===== config.mk =====
export PLATFORM = sky130hd
export DESIGN_NAME = hecc_engine
export DESIGN_NICKNAME = d
export VERILOG_FILES = /design/src/rtl/hecc_pkg.sv /design/src/rtl/hecc_lane.sv /design/src/rtl/hecc_classify.sv /design/src/rtl/hecc_engine.sv
export SDC_FILE = /design/constraint.sdc
export NUM_CORES = 1
export LEC_CHECK = 0
export ABC_AREA = 0
export CORE_MARGIN = 3
export CORE_UTILIZATION = 35
export CTS_BUF_LIST = sky130_fd_sc_hd__clkbuf_2 sky130_fd_sc_hd__clkbuf_4 sky130_fd_sc_hd__clkbuf_8
export CTS_CLUSTER_SIZE = 30
export DETAILED_ROUTE_END_ITERATION = 8
export DONT_BUFFER_PORTS = 1
export PLACE_DENSITY = 0.58
export SLEW_MARGIN = 10
export SYNTH_ARGS = -nofsm -noshare
export SYNTH_HDL_FRONTEND = slang
export SYNTH_SLANG_ARGS = --single-unit

===== constraint.sdc =====
create_clock -name clk -period 9.45 [get_ports clk]
set_input_delay 0 -clock clk [delete_from_list [all_inputs] [get_ports clk]]
set_output_delay 0 -clock clk [all_outputs]
set_load 0.005 [all_outputs]

===== src/rtl/hecc_pkg.sv =====
package hecc_pkg;
  typedef enum logic [1:0] {
    HC_CLEAN  = 2'd0,
    HC_DATA   = 2'd1,
    HC_CODE   = 2'd2,
    HC_UNCORR = 2'd3
  } hc_kind_e;
endpackage


===== src/rtl/hecc_lane.sv =====
module hecc_lane #(
  parameter int CHUNK_BYTES = 512,
  localparam int AW     = $clog2(CHUNK_BYTES),
  localparam int HALF   = AW + 3,
  localparam int CODE_W = 2 * HALF,
  localparam int CW     = AW + 1
) (
  input  logic              clk,
  input  logic              rst_n,
  input  logic              start_i,
  input  logic              clr_i,
  input  logic              byte_en_i,
  input  logic [7:0]        byte_i,
  output logic [CODE_W-1:0] par_o
);
  logic [CODE_W-1:0] par_q, par_d;
  logic [CW-1:0]     cnt_q, cnt_d;
  logic              act_q, act_d;
  logic [HALF-1:0]   hi_c, lo_c, addr_v, mask_v;
  logic              take;

  // parity contribution of one byte at the current index
  always_comb begin
    hi_c   = '0;
    lo_c   = '0;
    addr_v = '0;
    mask_v = '0;
    for (int k = 0; k < 8; k++) begin
      addr_v = {cnt_q[AW-1:0], 3'(k)};
      mask_v = {HALF{byte_i[k]}};
      hi_c   = hi_c ^ (addr_v & mask_v);
      lo_c   = lo_c ^ (~addr_v & mask_v);
    end
  end

  assign take = byte_en_i && act_q && (cnt_q < CW'(CHUNK_BYTES));

  always_comb begin
    par_d = par_q;
    cnt_d = cnt_q;
    act_d = act_q;
    if (start_i) begin
      par_d = '0;
      cnt_d = '0;
      act_d = 1'b1;
    end else if (clr_i) begin
      par_d = '0;
      cnt_d = '0;
      act_d = 1'b0;
    end else if (take) begin
      par_d = par_q ^ {hi_c, lo_c};
      cnt_d = cnt_q + CW'(1);
    end
  end

  always_ff @(posedge clk or negedge rst_n) begin
    if (!rst_n) begin
      par_q <= '0;
      cnt_q <= '0;
      act_q <= 1'b0;
    end else begin
      par_q <= par_d;
      cnt_q <= cnt_d;
      act_q <= act_d;
    end
  end

  assign par_o = par_q;
endmodule


===== src/rtl/hecc_classify.sv =====
module hecc_classify #(
  parameter int CHUNK_BYTES = 512,
  localparam int AW     = $clog2(CHUNK_BYTES),
  localparam int HALF   = AW + 3,
  localparam int CODE_W = 2 * HALF
) (
  input  logic [CODE_W-1:0] calc_i,
  input  logic [CODE_W-1:0] stored_i,
  output logic [1:0]        kind_o,
  output logic [AW-1:0]     byte_o,
  output logic [2:0]        bit_o
);
  import hecc_pkg::*;

  logic [CODE_W-1:0] diff;
  logic [HALF-1:0]   fold;
  logic [AW-1:0]     loc_byte;
  logic              single;

  assign diff     = calc_i ^ stored_i;
  assign fold     = diff[HALF-1:0] ^ diff[CODE_W-1:HALF];
  assign loc_byte = diff[CODE_W-1:HALF+3];
  assign single   = (diff & (diff - CODE_W'(1))) == '0;

  always_comb begin
    kind_o = HC_UNCORR;
    byte_o = '0;
    bit_o  = '0;
    if (diff == '0) begin
      kind_o = HC_CLEAN;
    end else if (&fold) begin
      if (32'(loc_byte) < CHUNK_BYTES) begin
        kind_o = HC_DATA;
        byte_o = loc_byte;
        bit_o  = diff[HALF+2:HALF];
      end
    end else if (single) begin
      kind_o = HC_CODE;
    end
  end
endmodule


===== src/rtl/hecc_engine.sv =====
module hecc_engine #(
  parameter int NCS         = 4,
  parameter int CHUNK_BYTES = 512,
  localparam int CSW    = (NCS > 1) ? $clog2(NCS) : 1,
  localparam int AW     = $clog2(CHUNK_BYTES),
  localparam int CODE_W = 2 * (AW + 3)
) (
  input  logic              clk,
  input  logic              rst_n,
  input  logic [NCS-1:0]    start_i,
  input  logic              dat_vld_i,
  input  logic [CSW-1:0]    dat_cs_i,
  input  logic [7:0]        dat_i,
  input  logic              rd_i,
  input  logic [CSW-1:0]    rd_cs_i,
  input  logic              rd_chk_i,
  input  logic [CODE_W-1:0] stored_i,
  output logic              code_vld_o,
  output logic [CODE_W-1:0] code_o,
  output logic              res_vld_o,
  output logic [1:0]        res_kind_o,
  output logic [AW-1:0]     res_byte_o,
  output logic [2:0]        res_bit_o
);
  // reset: asserted asynchronously, released on a clock edge
  logic [1:0] rst_sync_q;
  logic       rst_int_n;
  always_ff @(posedge clk or negedge rst_n) begin
    if (!rst_n) rst_sync_q <= 2'b00;
    else        rst_sync_q <= {rst_sync_q[0], 1'b1};
  end
  assign rst_int_n = rst_sync_q[1];

  logic [CODE_W-1:0] lane_par [NCS];

  for (genvar c = 0; c < NCS; c++) begin : g_lane
    hecc_lane #(.CHUNK_BYTES(CHUNK_BYTES)) u_lane (
      .clk      (clk),
      .rst_n    (rst_int_n),
      .start_i  (start_i[c]),
      .clr_i    (rd_i && (rd_cs_i == CSW'(c))),
      .byte_en_i(dat_vld_i && (dat_cs_i == CSW'(c))),
      .byte_i   (dat_i),
      .par_o    (lane_par[c])
    );
  end

  logic [CODE_W-1:0] calc;
  logic [1:0]        kind_c;
  logic [AW-1:0]     byte_c;
  logic [2:0]        bit_c;

  assign calc = ~lane_par[rd_cs_i];

  hecc_classify #(.CHUNK_BYTES(CHUNK_BYTES)) u_cls (
    .calc_i  (calc),
    .stored_i(stored_i),
    .kind_o  (kind_c),
    .byte_o  (byte_c),
    .bit_o   (bit_c)
  );

  logic              code_vld_d, res_vld_d, code_en, res_en;
  logic [CODE_W-1:0] code_d;
  logic [1:0]        kind_d;
  logic [AW-1:0]     byte_d;
  logic [2:0]        bit_d;

  always_comb begin
    code_en    = rd_i;
    res_en     = rd_i && rd_chk_i;
    code_vld_d = code_en;
    res_vld_d  = res_en;
    code_d     = code_en ? calc   : code_o;
    kind_d     = res_en  ? kind_c : res_kind_o;
    byte_d     = res_en  ? byte_c : res_byte_o;
    bit_d      = res_en  ? bit_c  : res_bit_o;
  end

  always_ff @(posedge clk or negedge rst_int_n) begin
    if (!rst_int_n) begin
      code_vld_o <= 1'b0;
      res_vld_o  <= 1'b0;
      code_o     <= '0;
      res_kind_o <= '0;
      res_byte_o <= '0;
      res_bit_o  <= '0;
    end else begin
      code_vld_o <= code_vld_d;
      res_vld_o  <= res_vld_d;
      code_o     <= code_d;
      res_kind_o <= kind_d;
      res_byte_o <= byte_d;
      res_bit_o  <= bit_d;
    end
  end
endmodule


**Word-level counts from Yosys, hierarchy flattened**

Index checks and enable logic that the tools add are counted.

- Output and inout port bits: 40
- Word-level logic and storage cells: 268
- Input port bits: 45
- Flip-flop bits (word level): 182

- $add $sub $neg: 5
- Mux-type cells: 42
- Reduce and logical (&&, ||, !) cells: 30
- $lt $le $gt $ge: 5
- Eq/ne operators: 6
- Bitwise operators: 161

Operators by type and width:

| cell | number |
|---|---|
| $and A12 B12 Y12 | 64 |
| $xor A12 B12 Y12 | 57 |
| $not A12 Y12 | 32 |
| $mux W24 | 14 |
| $mux W10 | 12 |
| $xor A24 B24 Y24 | 5 |
| $bmux W24 S2 | 1 |
| $logic_not A24 Y1 | 2 |
| $add A10 B1 Y10 const B | 4 |
| $lt A10 B10 Y1 const B | 4 |
| $and A24 B24 Y24 | 1 |
| $not A24 Y24 | 1 |
| $sub A24 B1 Y24 const B | 1 |
| $mux W9 | 2 |
| $logic_and A1 B1 Y1 | 17 |
| $reduce_and A12 Y1 | 1 |
| $reduce_bool A3 Y1 | 4 |
| $mux W1 | 9 |
| $eq A2 B2 Y1 const B | 4 |
| $reduce_bool A2 Y1 | 4 |
| $mux W3 | 2 |
| $eq A2 B1 Y1 const B | 2 |
| $logic_not A2 Y1 | 2 |
| $mux W2 | 2 |
| other kinds (2) | 2 |

**Logic depth before layout (Yosys ltp)**

- Word-level depth: 13
- Depth in mapped cells: 10
- Mapped depth without buffers: 8

**By module**

A second synthesis with hierarchy kept.

- Cell total of the unflattened synthesis: 1073
- Area total of the unflattened synthesis: 10482.6 µm²

Modules (own cells, without submodules):

| module | sequential area each (µm²) | cells each | instances | area an instance (µm²) |
|---|---|---|---|---|
| hecc_lane | 875.8 | 184 | 4 | 1770.4 |
| hecc_engine | 1051.0 | 234 | 1 | 2641.3 |
| hecc_classify | 0.0 | 103 | 1 | 759.5 |

**Worst setup path after synthesis**

OpenSTA, ideal clock, no wires.

- Kind: register -> register
- From: reg g_lane[1].u_lane.par_q[11]
- To: reg res_kind_o[0]
- Clock period less this slack: 2.609 ns
- Setup time: 0.127 ns
- Cell stages (with the launch flop): 9
- Data required time: 9.323 ns
- Buffers on the path: 0
- Data arrival time: 2.483 ns
- Slack: 6.841 ns
- Cell sequence: dfrtp_1 -> mux4_1 -> xnor2_2 -> nor3_2 -> nand4b_4 -> or4_1 -> maj3_2 -> o21ai_2 -> o31ai_2

- Longest elaborated chain between the ends: 11
- Elaborated cells between the ends (all ways): 14
- Classes of those cells: add/sub: 1; mux: 6; bitwise: 4; reduce/logical: 3

Ends and longest elaborated chain:

| what | line | source |
|---|---|---|
| start, declared | hecc_lane.sv:16 | `logic [CODE_W-1:0] par_q, par_d;` |
| start signal, assigned | hecc_lane.sv:62 | `par_q <= par_d;` |
| $bmux W24 S2 (*) | hecc_engine.sv:53 | `assign calc = ~lane_par[rd_cs_i];` |
| $mux W24 (implied by the code) (*) (2 in series) | hecc_engine.sv:53 |  |
| $not A24 Y24 (*) | hecc_engine.sv:53 |  |
| $xor A24 B24 Y24 (*) | hecc_classify.sv:20 | `assign diff = calc_i ^ stored_i;` |
| $sub A24 B1 Y24 | hecc_classify.sv:23 | `assign single = (diff & (diff - CODE_W'(1))) == '0;` |
| $and A24 B24 Y24 | hecc_classify.sv:23 |  |
| $logic_not A24 Y1 | hecc_classify.sv:23 |  |
| $mux W1 | hecc_classify.sv:37 | `end else if (single) begin` |
| $mux W2 | hecc_classify.sv:31 | `end else if (&fold) begin` |
| $mux W2 (*) | hecc_classify.sv:29 | `if (diff == '0) begin` |
| end signal, assigned | hecc_engine.sv:92 | `res_kind_o <= kind_d;` |
| end, declared | hecc_engine.sv:21 | `output logic [1:0] res_kind_o,` |

Mark *: on every way between the ends. The rest lies on a longest branch, timed or not. The select of a mux whose other input is x is not followed.
A chain may end at the register's enable or synchronous reset.

**Worst setup path in the final report**

- From: in rd_cs_i[0]
- To: reg res_kind_o[0]

- Longest elaborated chain between the ends: 12
- Elaborated cells between the ends (all ways): 15
- Classes of those cells: add/sub: 1; mux: 6; bitwise: 5; reduce/logical: 3

Ends and longest elaborated chain:

| what | line | source |
|---|---|---|
| start, declared | hecc_engine.sv:15 | `input logic [CSW-1:0] rd_cs_i,` |
| $not A2 Y3 (implied by the code) (*) | hecc_engine.sv:53 |  |
| $bmux W24 S2 (*) | hecc_engine.sv:53 |  |
| $mux W24 (implied by the code) (*) (2 in series) | hecc_engine.sv:53 |  |
| $not A24 Y24 (*) | hecc_engine.sv:53 |  |
| $xor A24 B24 Y24 (*) | hecc_classify.sv:20 |  |
| $sub A24 B1 Y24 | hecc_classify.sv:23 |  |
| $and A24 B24 Y24 | hecc_classify.sv:23 |  |
| $logic_not A24 Y1 | hecc_classify.sv:23 |  |
| $mux W1 | hecc_classify.sv:37 |  |
| $mux W2 | hecc_classify.sv:31 |  |
| $mux W2 (*) | hecc_classify.sv:29 |  |

Marks and branches as above.

==> results <==
- The part of the Yosys area used for sequential elements is 49.6%.
- After synthesis, the share of flip-flops with an asynchronous set or reset is 100%.
- The first global-routing pass estimated 39,700 um of wire.
- For this configuration, the core starts out at a cell density of 36.0%.
- Among all flip-flop cells after synthesis, the most frequent one is sky130_fd_sc_hd__dfrtp_1.
- The total overflow left after global routing is 0.
- The count of unique library cells instantiated by Yosys is 58.
- Dividing the detail-routed via count by the number of cells gives 5.23.
- Adding up every negative setup slack in the final design gives 0 ns.
- The maximum clock path buffer count is 2.
- Setup repair after global routing left no endpoint under its margin.
- The synthesized cell area is 9180 um^2.
- After filler insertion, the fill cell instance count of the layout stands at 2,479.
- For the worst setup path, the data required time is 9.79 ns.
- The peak ir drop on the vdd network is 81.8 uV.
- The worst setup path is captured at a register.
- The antenna diode instance count is 0.
- The DRC violation count after routing is 0.
- The post-cts resize count is 0.
- The data arrival time of the critical path is 3.28 ns.
- The routed length per instance is 20.0 um.
- The die width is 168 um.
- The core box area is 25,500 um^2.
- The TritonCTS clock tree is done.
- During placement, the flow inserted port buffers numbering 0.
- A synthesized cell averages 10.2 um^2.
- In this run the post-CTS setup repair buffer count came out at 0.
- The total count of max-transition violations in the final report came to 0.
- Ranked by total cell area, the synthesized netlist is headed by sky130_fd_sc_hd__dfrtp_1 (50%), sky130_fd_sc_hd__xor2_1 (9.4%), sky130_fd_sc_hd__nor2_1 (5.6%).
- The final cell utilization of the core is 40.2%.
- 85 I/O pins were placed.
- In this run the worst hold path is classified as input port to register.
- The number of endpoints with negative hold slack in the final report is 0.
- The die area is 28,200 um^2.
- The deepest level of the CTS H-tree is 4.
- The count of warnings emitted by yosys is 0.
- After the last flow step, the layout net total stands at 967.
- The number of global-route vias before repair is 6,616.
- At the end of routability-driven placement, the weighted congestion stood at 0.887.
- Summed over all instances, the cell type with the most area after synthesis is sky130_fd_sc_hd__dfrtp_1.
- The detail route stage leaves a number of antenna-violating nets equal to 0.
- The cell at the root of the clock tree is sky130_fd_sc_hd__clkbuf_8.
- The flow ran to the end, and the final reports show no timing, DRC or antenna violations.
- For this run, the top clock speed supported by timing is 0.340 GHz.
- Along the worst path, the maximum fanout reaches 26.
- The later pin in the worst-skew pair is clocked with a latency of 0.46 ns.
- The number of hold buffers added after CTS is 30.
- The worst setup path is of the input port to register kind.
- The worst pin sits at a relative slew slack of 34.2%.
- The share of final-layout standard cells stronger than drive strength 1 is 10.2%.
- The worst path in the final design needs a cycle of 2.94 ns, including I/O delays and setup.
- The area of the multi-input gates is 4430 um^2.
- The detailed-placement wirelength estimate is 17,400 um.
- The final-layout worst hold slack is 0.0280 ns.
- In the finished design, the share of the clock period the worst path needs comes to 31.1%.
- Dividing total power by cell area gives a power density of 160 nW/um^2.
- The initial DRC count is 533.
- The number of failing setup endpoints in the final timing report is 0.
- Detailed routing inserted a total of 6,590 vias.
- The area growth from synthesis to layout is 11.5%.
- The clock arrives with 0.0157 ns of skew.
- The cell count after synthesis is 897.
- The first-pass detailed-route iteration total is 5.
- After detailed routing, the total wire length is 25,200 um.
- The slew at the pin closest to its max-slew limit is 0.986 ns.
- The leakage power total is 4.21 nW.
- The number of clock sinks is 182.
- The total global-route track usage is 18.2%.
- The worst setup path is launched from an input port.
- In this run the vertical extent of the chip is 168 um.
- The number of buffers created by CTS is 17.
- In this run the biggest area consumer among cell types represents 49.6% of the synthesized area.
- The number of placement rows is 58.
- Counting flops with a built-in enable in the synthesized netlist gives 0.
- The initial antenna violation count is 0.
- In the final layout, flip-flops and latches occupy 4560 um^2.
- The post-synth net total is 946.
- The count of maximum capacitance violations is 0.
- Counting flops and latches in the post-synthesis netlist gives 182.
- The CTS clock-pin slew for the worst setup and hold paths is 0.10 ns.
- The maximum number of pins on one net before global-route repair is 78.
## cell type report
| type | instances | area share [%] |
|---|---|---|
| Tap cell | 330 | 4.03 |
| Clock inverter | 10 | 0.916 |
| Timing Repair Buffer | 42 | 4.18 |
| Clock buffer | 22 | 2.90 |
| Inverter | 7 | 0.257 |
| Sequential cell | 182 | 44.5 |
| Multi-Input combinational cell | 668 | 43.2 |
## synthesized netlist by cell type, types with 3 or more instances
library cell and number:
sky130_fd_sc_hd__dfrtp_1 182, sky130_fd_sc_hd__nor2_1 138, sky130_fd_sc_hd__nand2_1 104, sky130_fd_sc_hd__xor2_1 99, sky130_fd_sc_hd__a21oi_1 64, sky130_fd_sc_hd__o21ai_0 53
sky130_fd_sc_hd__or3_1 41, sky130_fd_sc_hd__xnor2_1 36, sky130_fd_sc_hd__clkbuf_1 34, sky130_fd_sc_hd__mux4_2 22, sky130_fd_sc_hd__nand4_1 14, sky130_fd_sc_hd__and3_1 9
sky130_fd_sc_hd__nand3_1 9, sky130_fd_sc_hd__inv_1 7, sky130_fd_sc_hd__nor3_1 6, sky130_fd_sc_hd__and2_1 4, sky130_fd_sc_hd__ha_1 4, sky130_fd_sc_hd__mux2i_1 4
sky130_fd_sc_hd__xnor2_2 4, sky130_fd_sc_hd__buf_2 3, sky130_fd_sc_hd__maj3_1 3, sky130_fd_sc_hd__nand2b_1 3, sky130_fd_sc_hd__nand4b_1 3, sky130_fd_sc_hd__nor3_2 3
sky130_fd_sc_hd__nor4_2 3, sky130_fd_sc_hd__o21a_1 3, sky130_fd_sc_hd__o31ai_1 3
## flip-flops by register name (all words and copies together) (netlist names)
signal and count:
res_vld_o 1, g_lane.u_lane.act_q 4, code_o 24, res_kind_o 2
g_lane.u_lane.par_o 96, code_vld_o 1, res_bit_o 3, rst_sync_q 2
res_byte_o 9, g_lane.u_lane.cnt_q 40
## cells in the final DEF (no fill, tap or decap), types with 7 or more instances in the layout
cell type                       instances
sky130_fd_sc_hd__xnor2_1               36
sky130_fd_sc_hd__nand4_1               14
sky130_fd_sc_hd__xor2_1                99
sky130_fd_sc_hd__clkbuf_8              21
sky130_fd_sc_hd__nand3_1                9
sky130_fd_sc_hd__buf_4                 12
sky130_fd_sc_hd__inv_1                  7
sky130_fd_sc_hd__dlygate4sd3_1         27
sky130_fd_sc_hd__o21ai_0               53
sky130_fd_sc_hd__and3_1                 9
sky130_fd_sc_hd__or3_1                 41
sky130_fd_sc_hd__mux4_2                22
sky130_fd_sc_hd__a21oi_1               64
sky130_fd_sc_hd__nor2_1               138
sky130_fd_sc_hd__nand2_1              104
sky130_fd_sc_hd__dfrtp_1              181
## critical path, cell delays in order
cell and delay (ns):
sky130_fd_sc_hd__dlygate4sd3_1 0.65, sky130_fd_sc_hd__buf_16 0.27, sky130_fd_sc_hd__mux4_1 0.64, sky130_fd_sc_hd__xnor2_1 0.26
sky130_fd_sc_hd__nor3_2 0.27, sky130_fd_sc_hd__nand4b_4 0.16, sky130_fd_sc_hd__or4_1 0.50, sky130_fd_sc_hd__maj3_2 0.32
sky130_fd_sc_hd__o21ai_2 0.13, sky130_fd_sc_hd__o31ai_2 0.08
## final timing paths
kind	from	endpoint	slack, ns	cells past startpoint
worst max-delay path	rd_cs_i[0]	res_kind_o[0]$_DFFE_PN0P_	6.51	10
max in group asynchronous	rst_sync_q[1]$_DFF_PN0_	g_lane[0].u_lane.par_o[11]$_DFFE_PN0P_	7.61	1
worst min-delay path	dat_cs_i[1]	g_lane[1].u_lane.cnt_q[9]$_DFFE_PN0P_	0.03	4
worst min register to register	rst_sync_q[0]$_DFF_PN0_	rst_sync_q[1]$_DFF_PN0_	0.36	0
worst max register to register	g_lane[0].u_lane.par_o[10]$_DFFE_PN0P_	res_kind_o[0]$_DFFE_PN0P_	6.66	8
min in group asynchronous	rst_n	rst_sync_q[1]$_DFF_PN0_	0.30	2
## power breakdown
group	total (W)	leakage (nW)	internal (W)	switching [W]
Clock	0.000531	0.195	0.000241	0.000289
Sequential	0.000846	2.37	0.000813	0.0000329
Combinational	0.000262	1.64	0.000102	0.000160
Total	0.00164	4.21	0.00116	0.000482
## per-stage QoR
stage / worst slack, ns / cell area [um^2] / total power [W] / std cells
2_1_floorplan: 4.00 / 9180 / 0.00104 / 897
3_3_place_gp: 6.72 / 9510 / 0.00110 / 1199
3_5_place_dp: 6.70 / 9510 / 0.00110 / 1199
4_1_cts: 6.54 / 10200 / 0.00165 / 1261
5_1_grt: 6.40 / 10200 / 0.00172 / 1261
6_report: 6.51 / 10200 / 0.00164 / 1261
## cells by family (layout without fill, tap and decap cells)
kind of cell | Yosys count | after routing | synth area share (%)
muxes | 28 | 28 | 6.40
adders and majority gates | 8 | 8 | 0.995
and+or+nand+nor | 349 | 349 | 17.8
buffers and inverters | 47 | 81 | 2.30
other | 1 | 1 | 0.0408
DFF | 182 | 182 | 49.6
xor gates and xnor gates | 143 | 143 | 14.5
AOI/OAI and AO/OA | 139 | 139 | 8.33
## layer usage
| metal | global-route usage (%) | share of wire, % | vias up |
|---|---|---|---|
| met5 | 0 | 0 | - |
| met4 | 4.23 | 1.4 | 0 |
| met3 | 3.92 | 5.4 | 21 |
| met2 | 29.2 | 47 | 167 |
| met1 | 25.4 | 47 | 3303 |
| li1 | - | - | 3099 |
(Power assumes the default switching activity.)
